$ cat src/rtl/sdram_burst_ctr.sv
module sdram_burst_ctr #(
    parameter int BANK_W = 1,
    parameter int ROW_W  = 2,
    parameter int COL_W  = 4
) (
    input  logic              clk,
    input  logic              rst_n,
    input  logic              cmd_access,
    input  logic              start_rd,
    input  logic              start_wr,
    input  logic [BANK_W-1:0] cmd_bank,
    input  logic [ROW_W-1:0]  cmd_row,
    input  logic [COL_W-1:0]  cmd_col,
    input  logic [3:0]        burst_len,
    input  logic              single_wr,
    output logic              beat_rd,
    output logic              beat_wr,
    output logic [BANK_W-1:0] beat_bank,
    output logic [ROW_W-1:0]  beat_row,
    output logic [COL_W-1:0]  beat_col
);

    typedef struct packed {
        logic              active;
        logic              is_wr;
        logic [BANK_W-1:0] bank;
        logic [ROW_W-1:0]  row;
        logic [COL_W-1:0]  base;
        logic [COL_W-1:0]  wmask;
        logic [COL_W-1:0]  offset;
        logic [3:0]        left;
    } burst_t;

    burst_t st_d, st_q;

    always_comb begin
        st_d      = st_q;
        beat_rd   = 1'b0;
        beat_wr   = 1'b0;
        beat_bank = cmd_bank;
        beat_row  = cmd_row;
        beat_col  = cmd_col;
        if (cmd_access) begin
            // any new access replaces the running burst
            beat_rd     = start_rd;
            beat_wr     = start_wr;
            st_d.active = (start_rd || (start_wr && !single_wr)) && (burst_len > 4'd1);
            st_d.is_wr  = start_wr;
            st_d.bank   = cmd_bank;
            st_d.row    = cmd_row;
            st_d.base   = cmd_col;
            st_d.wmask  = COL_W'(burst_len - 4'd1);
            st_d.offset = COL_W'(1);
            st_d.left   = burst_len - 4'd1;
        end else if (st_q.active && !(st_q.is_wr && single_wr)) begin
            beat_rd     = !st_q.is_wr;
            beat_wr     = st_q.is_wr;
            beat_bank   = st_q.bank;
            beat_row    = st_q.row;
            beat_col    = (st_q.base & ~st_q.wmask) |
                          ((st_q.base + st_q.offset) & st_q.wmask);
            st_d.offset = st_q.offset + COL_W'(1);
            st_d.left   = st_q.left - 4'd1;
            st_d.active = (st_q.left > 4'd1);
        end else begin
            st_d.active = 1'b0;
        end
    end

    always_ff @(posedge clk) begin
        if (!rst_n) st_q <= '0;
        else        st_q <= st_d;
    end

endmodule

$ cat config.mk
export PLATFORM = sky130hd
export DESIGN_NAME = sdram_burst_ctr
export DESIGN_NICKNAME = d
export VERILOG_FILES = /design/src/rtl/sdram_burst_ctr.sv
export SDC_FILE = /design/constraint.sdc
export NUM_CORES = 1
export LEC_CHECK = 0
export CORE_ASPECT_RATIO = 2
export CORE_UTILIZATION = 35
export DETAILED_ROUTE_END_ITERATION = 12
export GPL_TIMING_DRIVEN = 0
export PLACE_DENSITY_LB_ADDON = 0.08
export SYNTH_ARGS = -nofsm -noshare
export SYNTH_HDL_FRONTEND = slang
export SYNTH_SLANG_ARGS = --single-unit
$ cat constraint.sdc
create_clock -name clk -period 1.7 [get_ports clk]
set_input_delay 0.34 -clock clk [delete_from_list [all_inputs] [get_ports clk]]
set_output_delay 0.34 -clock clk [all_outputs]
set_load 0.02 [all_outputs]
==> metrics.md, run 1 <==
| Metric | Value |
|---|---|
| Syn Inst Count | `137` |
| Worst Hold Class | `reg2reg` |
| # setup viols final | `7` |
| Maximum vdd ir drop | `582 uV` |
| Detailed Routing Iterations Pass 1 | `2` |
| Commonest non-fill, non-tap cell in the layout | `nor2_1` |
| Crit path time final | `2270 ps` |
| Routed Antenna Nets | `0` |
| Drt first-iter violations | `17` |
| Final critical-path share of the clock period | `1.33` |
| GRT Overall Usage | `0.166` |
| Max-slew violation count | `0` |
| DP Area | `1530 um2` |
| Fill count | `305` |
| Top reg by flops | `st_q` |
| CP Launch Type | `flop` |
| Critical Path Slowest Stage Cell | `or4_4` |
| Upper clock frequency limit | `441 MHz` |
| Placed cell count | `193` |
| Maxcap violations | `0` |
| Sink Count | `21` |
| Register area | `435 um2` |
| Utilization after layout | `0.520` |
| CP Data Arrival Time | `1930 ps` |
| Least-Margin Pin Slew | `357 ps` |
| CORE AREA | `3190 um2` |
| Syn avg cell area | `8.69 um2` |
| Yosys reg bits | `21` |
| Max FO, Critical Path | `3` |
| Vias per cell | `5.13` |
| CTS Buffer Depth | `2` |
| CTS tree | `done` |
| Non-filler instance count after layout | `203` |
| RePlAce Congestion | `0.782` |
| Worst Clk Skew | `1.60 ps` |
| DRC viols | `0` |
| Synthesis-to-finish area growth | `39.4%` |
| IO Pins | `26` |
| CP cell instances | `ha_4 -> nand3_2 -> and3b_2 -> or4_4 -> a31oi_4 -> buf_6` |
| Clock Latency Late Sink | `250 ps` |
| Setup WS post-layout | `-569 ps` |
| Netlist Area Pre-Place | `1190 um2` |
| Die width | `43.3 um` |
| Static Leakage | `0.000680 uW` |
| WL final | `2770 um` |
| Design area | `1660 um2` |
| Vias | `1041` |
| Worst Hold Slack | `480 ps` |
| Top cell type by total area after synthesis | `dfxtp_1` |
| Hold Fails Final Rpt | `0` |
| Fin nets | `199` |
| Dpl hpwl | `2150 um` |
| CTS root buf | `clkbuf_8` |
| CP required | `1360 ps` |
| CP endpoint kind | `output port` |
| # rows | `29` |
| Vias in the first global route | `1098` |
| Top Registers | `st_q (21)` |
| YS warnings | `0` |
| Slowest stage delay, CP | `430 ps` |
| Flip-flop count of the largest register after layout | `21` |
| Seq/Total Area, Yosys | `0.353` |
| Critical path class | `reg2out` |
| CTS H-tree depth | `1` |
| TritonCTS Buffers | `3` |
| Ranking of synthesized cells by area | `dfxtp_1 35%, ha_1 8.4%, mux2i_1 7.6%, nor2_1 5.0%, nor2b_1 4.2%` |
| Synth unique cells | `32` |
| Failing checks | `negative setup slack` |
| Multi-input gate area | `801 um2` |
| Slew HR | `0.760` |
| Share of post-route cells with drive strength above 1 | `0.273` |
| CP Buf/Inv Count | `1` |
| Syn nets | `163` |
| Congestion Overflow GR | `0` |
| Die area | `3650 um2` |
| Initial antenna violation count | `0` |
| Pre-CTS WS | `-1100 ps` |
| Largest net degree at the start of global routing | `12` |
| Most frequent cells in the layout | `15 x nor2_1, 14 x clkdlybuf4s50_1, 13 x dfxtp_1, 12 x nand2_1, 9 x mux2i_1` |
| Power density cells | `686 nW/um2` |
| DIE HEIGHT | `84.5 um` |
| Status | `complete, but fails checks` |
| PortBufs | `25` |
| Unrepaired setup endpoints after global routing | `true` |
| First-pass GRT wire length | `4720 um` |
| Post-synth top area share | `0.353` |
| ANT cells | `0` |
| Top delay family on crit path | `simple AND/OR/NAND/NOR gates` |
| Routed len/inst | `13.7 um` |
| Initial core utilization | `0.373` |
| Clock transition at path regs | `70 ps` |
## timing repair
action / in CTS / in global routing
pin swaps: 1 / 3
resized for setup: 53 / 13
endpoints found under the setup margin: 10 / 9
setup buffers: 4 / 2
hold buffers: 0 / 0
## stage by stage
stage	setup TNS, ps	total power [uW]
detailed placement	-9520	821
global route	-2340	1200
CTS	-1940	1150
finish	-1960	1140
floorplan	-155	711
global placement	-8550	814
## final timing paths
kind                          from                     to  slack, ps  depth (start not counted)
max          st_q[14]$_SDFFE_PN0P_            beat_col[3]       -570                          6
min          st_q[11]$_SDFFE_PN0P_  st_q[11]$_SDFFE_PN0P_        480                          2
max reg2reg    st_q[20]$_SDFF_PN0_   st_q[1]$_SDFFE_PN0P_        430                          5
min reg2reg  st_q[11]$_SDFFE_PN0P_  st_q[11]$_SDFFE_PN0P_        480                          2
## synth_stat cells
library cell	instances
nand2_1	12
and2_1	1
a211oi_1	2
clkbuf_1	2
a21boi_0	1
and3b_1	1
fa_1	1
xnor2_1	3
or4_1	1
a21boi_1	5
a31oi_1	2
inv_2	1
o211ai_1	1
a21oi_1	8
nand4_1	1
o211a_1	1
mux2i_1	9
dfxtp_1	21
mux2_1	4
inv_1	7
o31ai_1	3
nor2b_1	8
nand3_1	1
buf_2	3
xor2_1	5
a22o_1	1
o21ai_0	4
nor2_1	16
clkinvlp_2	1
o21a_1	1
ha_1	8
nor3_1	2
## cells by family after synthesis
kind of cell,after synthesis,share of synthesized area
AOI/OAI and AO/OA,29,0.159
xor gates and xnor gates,8,0.0588
adders and majority gates,9,0.101
buffers and inverters,14,0.0483
DFF,21,0.353
muxes,13,0.113
and+or+nand+nor,43,0.167
## power breakdown
group	switching [uW]	internal (uW)	total, uW	leakage (uW)
sequential	28.3	522	551	0.000177
clock	150	167	316	0.0000228
combinational	131	141	273	0.000480
## per-layer routing
metal / vias to the layer above / GRT usage / share of wire
li1: 536 / - / -
met3: 4 / 0.0172 / 0.023
met4: 0 / 0.0716 / 0.015
met1: 484 / 0.174 / 0.38
met2: 17 / 0.312 / 0.58
met5: - / 0 / 0
## tightest hold or removal path: stages (launching register included)
cell and delay (ps):
dfxtp_1 320, nand2_1 60, a21boi_1 50
## area by class of cell
cell class,count,area share
repair buffers,31,0.162
inverters,9,0.0211
plain buffers,5,0.0219
well taps,31,0.0234
clock buffers,4,0.0271
flip-flops and latches,21,0.262
multi-input cells,102,0.482
Note: power is estimated with default switching activity, not from simulation.
==> inputs of run 2 (changes only) <==
- RECOVER_POWER: not set -> 50
==> metrics.md, run 2 (synthesized netlist as in run 1, its figures left out) <==
| Metric | Value |
|---|---|
| CP Data Arrival Time | `1930 ps` |
| Hold buffer count at cts | `0` |
| Max FO, Critical Path | `3` |
| DRC viols | `0` |
| Synthesis-to-finish area growth | `38.3%` |
| Critical path class | `reg2out` |
| CTS H-tree depth | `1` |
| Tot Pwr | `1140 uW` |
| Pre-CTS WS | `-1100 ps` |
| Congestion Overflow GR | `0` |
| WL final | `2780 um` |
| Worst r2r src | `st_q[20]$_SDFF_PN0_` |
| Crit path time final | `2270 ps` |
| Initial core utilization | `0.373` |
| Critical Path Slowest Stage Cell | `or4_4` |
| Maximum vdd ir drop | `582 uV` |
| Initial antenna violation count | `0` |
| CP required | `1360 ps` |
| Flop2flop setup slack | `10 ps` |
| IO Pins | `26` |
| Failing checks | `negative setup slack` |
| Commonest non-fill, non-tap cell in the layout | `nor2_1` |
| First-pass GRT wire length | `4720 um` |
| # setup viols final | `7` |
| Hold Fails Final Rpt | `0` |
| # rows | `29` |
| Top Registers | `st_q (21)` |
| Unrepaired setup endpoints after global routing | `true` |
| CP cell instances | `ha_4 -> nand3_2 -> and3b_2 -> or4_4 -> a31oi_4 -> buf_6` |
| Worst Hold Class | `reg2reg` |
| CTS Buffer Depth | `2` |
| Vias | `1038` |
| PortBufs | `25` |
| Detailed Routing Iterations Pass 1 | `2` |
| Utilization after layout | `0.516` |
| DIE HEIGHT | `84.5 um` |
| CTS tree | `done` |
| Worst Hold Path Cells | `2` |
| Share of post-route cells with drive strength above 1 | `0.262` |
| R2R cell count | `5` |
| Upper clock frequency limit | `441 MHz` |
| Slew HR | `0.677` |
| Die width | `43.3 um` |
| Largest net degree at the start of global routing | `12` |
| Final critical-path share of the clock period | `1.33` |
| Status | `complete, but fails checks` |
| Flip-flop count of the largest register after layout | `21` |
| GRT Overall Usage | `0.166` |
| Die area | `3650 um2` |
| Power density cells | `689 nW/um2` |
| Sink Count | `21` |
| Maxcap violations | `0` |
| Routed len/inst | `13.7 um` |
| Worst Clk Skew | `1.59 ps` |
| Max-slew violation count | `0` |
| Fin nets | `199` |
| Clock Latency Late Sink | `250 ps` |
| Drt first-iter violations | `14` |
| CP endpoint kind | `output port` |
| Vias in the first global route | `1098` |
| RePlAce Congestion | `0.782` |
| Hold Path Origin | `st_q[11]$_SDFFE_PN0P_` |
| TritonCTS Buffers | `3` |
| Clock transition at path regs | `70 ps` |
| Top reg by flops | `st_q` |
| Dpl hpwl | `2150 um` |
| Routed Antenna Nets | `0` |
| Setup WS post-layout | `-569 ps` |
| Most frequent cells in the layout | `15 x nor2_1, 13 x clkdlybuf4s50_1, 13 x dfxtp_1, 12 x nand2_1, 9 x mux2i_1` |
| Reg2reg end | `st_q[2]$_SDFFE_PN0P_` |
| ANT cells | `0` |
| Vias per cell | `5.11` |
| Least-Margin Pin Slew | `484 ps` |
| CORE AREA | `3190 um2` |
| Worst Hold End | `st_q[11]$_SDFFE_PN0P_` |
| Slowest stage delay, CP | `430 ps` |
| CP Launch Type | `flop` |
| CTS root buf | `clkbuf_8` |
| Static Leakage | `0.000673 uW` |
-- run 2: cell types whose count changed in the layout (fill, tap and decap cells not counted) --
cell,previous run,this run
a21boi_0,1,2
a21boi_4,1,0
buf_2,5,4
clkbuf_1,2,3
clkdlybuf4s50_1,14,13
dlygate4sd3_1,0,1
-- run 2: report_power, final --
group	switching (uW)	leakage, uW	internal [uW]
registers	27.5	0.000177	522
logic	131	0.000473	138
clock network	149	0.0000228	167
total	308	0.000673	827
-- run 2: worst max path at each step --
stage / startpoint / to / slack (ps) / depth (start not counted)
6_report: st_q[14]$_SDFFE_PN0P_ / beat_col[3] / -570 / 6
3_3_place_gp: single_wr / beat_row[0] / -1050 / 6
3_5_place_dp: single_wr / beat_row[0] / -1100 / 6
4_1_cts: st_q[14]$_SDFFE_PN0P_ / beat_col[3] / -570 / 6
2_1_floorplan: st_q[6]$_SDFFE_PP0P_ / beat_col[3] / -120 / 5
5_1_grt: st_q[14]$_SDFFE_PN0P_ / beat_col[3] / -630 / 6
-- run 2: per-layer routing --
| metal | routed length, um | GRT usage |
|---|---|---|
| met1 | 1070 | 0.174 |
| met2 | 1600 | 0.312 |
| met3 | 64 | 0.0172 |
| met4 | 48 | 0.0716 |
| met5 | 0 | 0 |
-- run 2: stage by stage --
step                      setup TNS [ps]  hold WS, ps  area (um2)  instances
after global placement             -8550          469        1530        193
after detailed placement           -9520          472        1530        193
after floorplan                     -155          454        1240        137
after global routing               -3660          529        1650        203
after CTS                          -1940          482        1620        201
final                              -3090          480        1650        203
-- run 2: critical path, delay by kind of cell, from the launching register on --
family / cells / cell delay, ps
compound gates: 1 / 140
simple gates: 3 / 760
flops: 1 / 360
buf+inv: 1 / 130
fa+ha+maj: 1 / 280
-- run 2: timing repair --
item | in CTS | in global routing
endpoints found under the setup margin | 10 | 9
buffers inserted | 4 | 2
pin swaps | 1 | 3
resized for setup | 53 | 13
hold endpoints to repair | 0 | 0
-- run 2: area by class of cell --
cell class | count | area (um2)
Sequential cell | 21 | 435
Buffer | 5 | 35.0
Multi-Input combinational cell | 102 | 790
Timing Repair Buffer | 31 | 269
Tap cell | 31 | 38.8
Inverter | 9 | 35.0
Clock buffer | 4 | 45.0
Fill cell | 306 | 1550
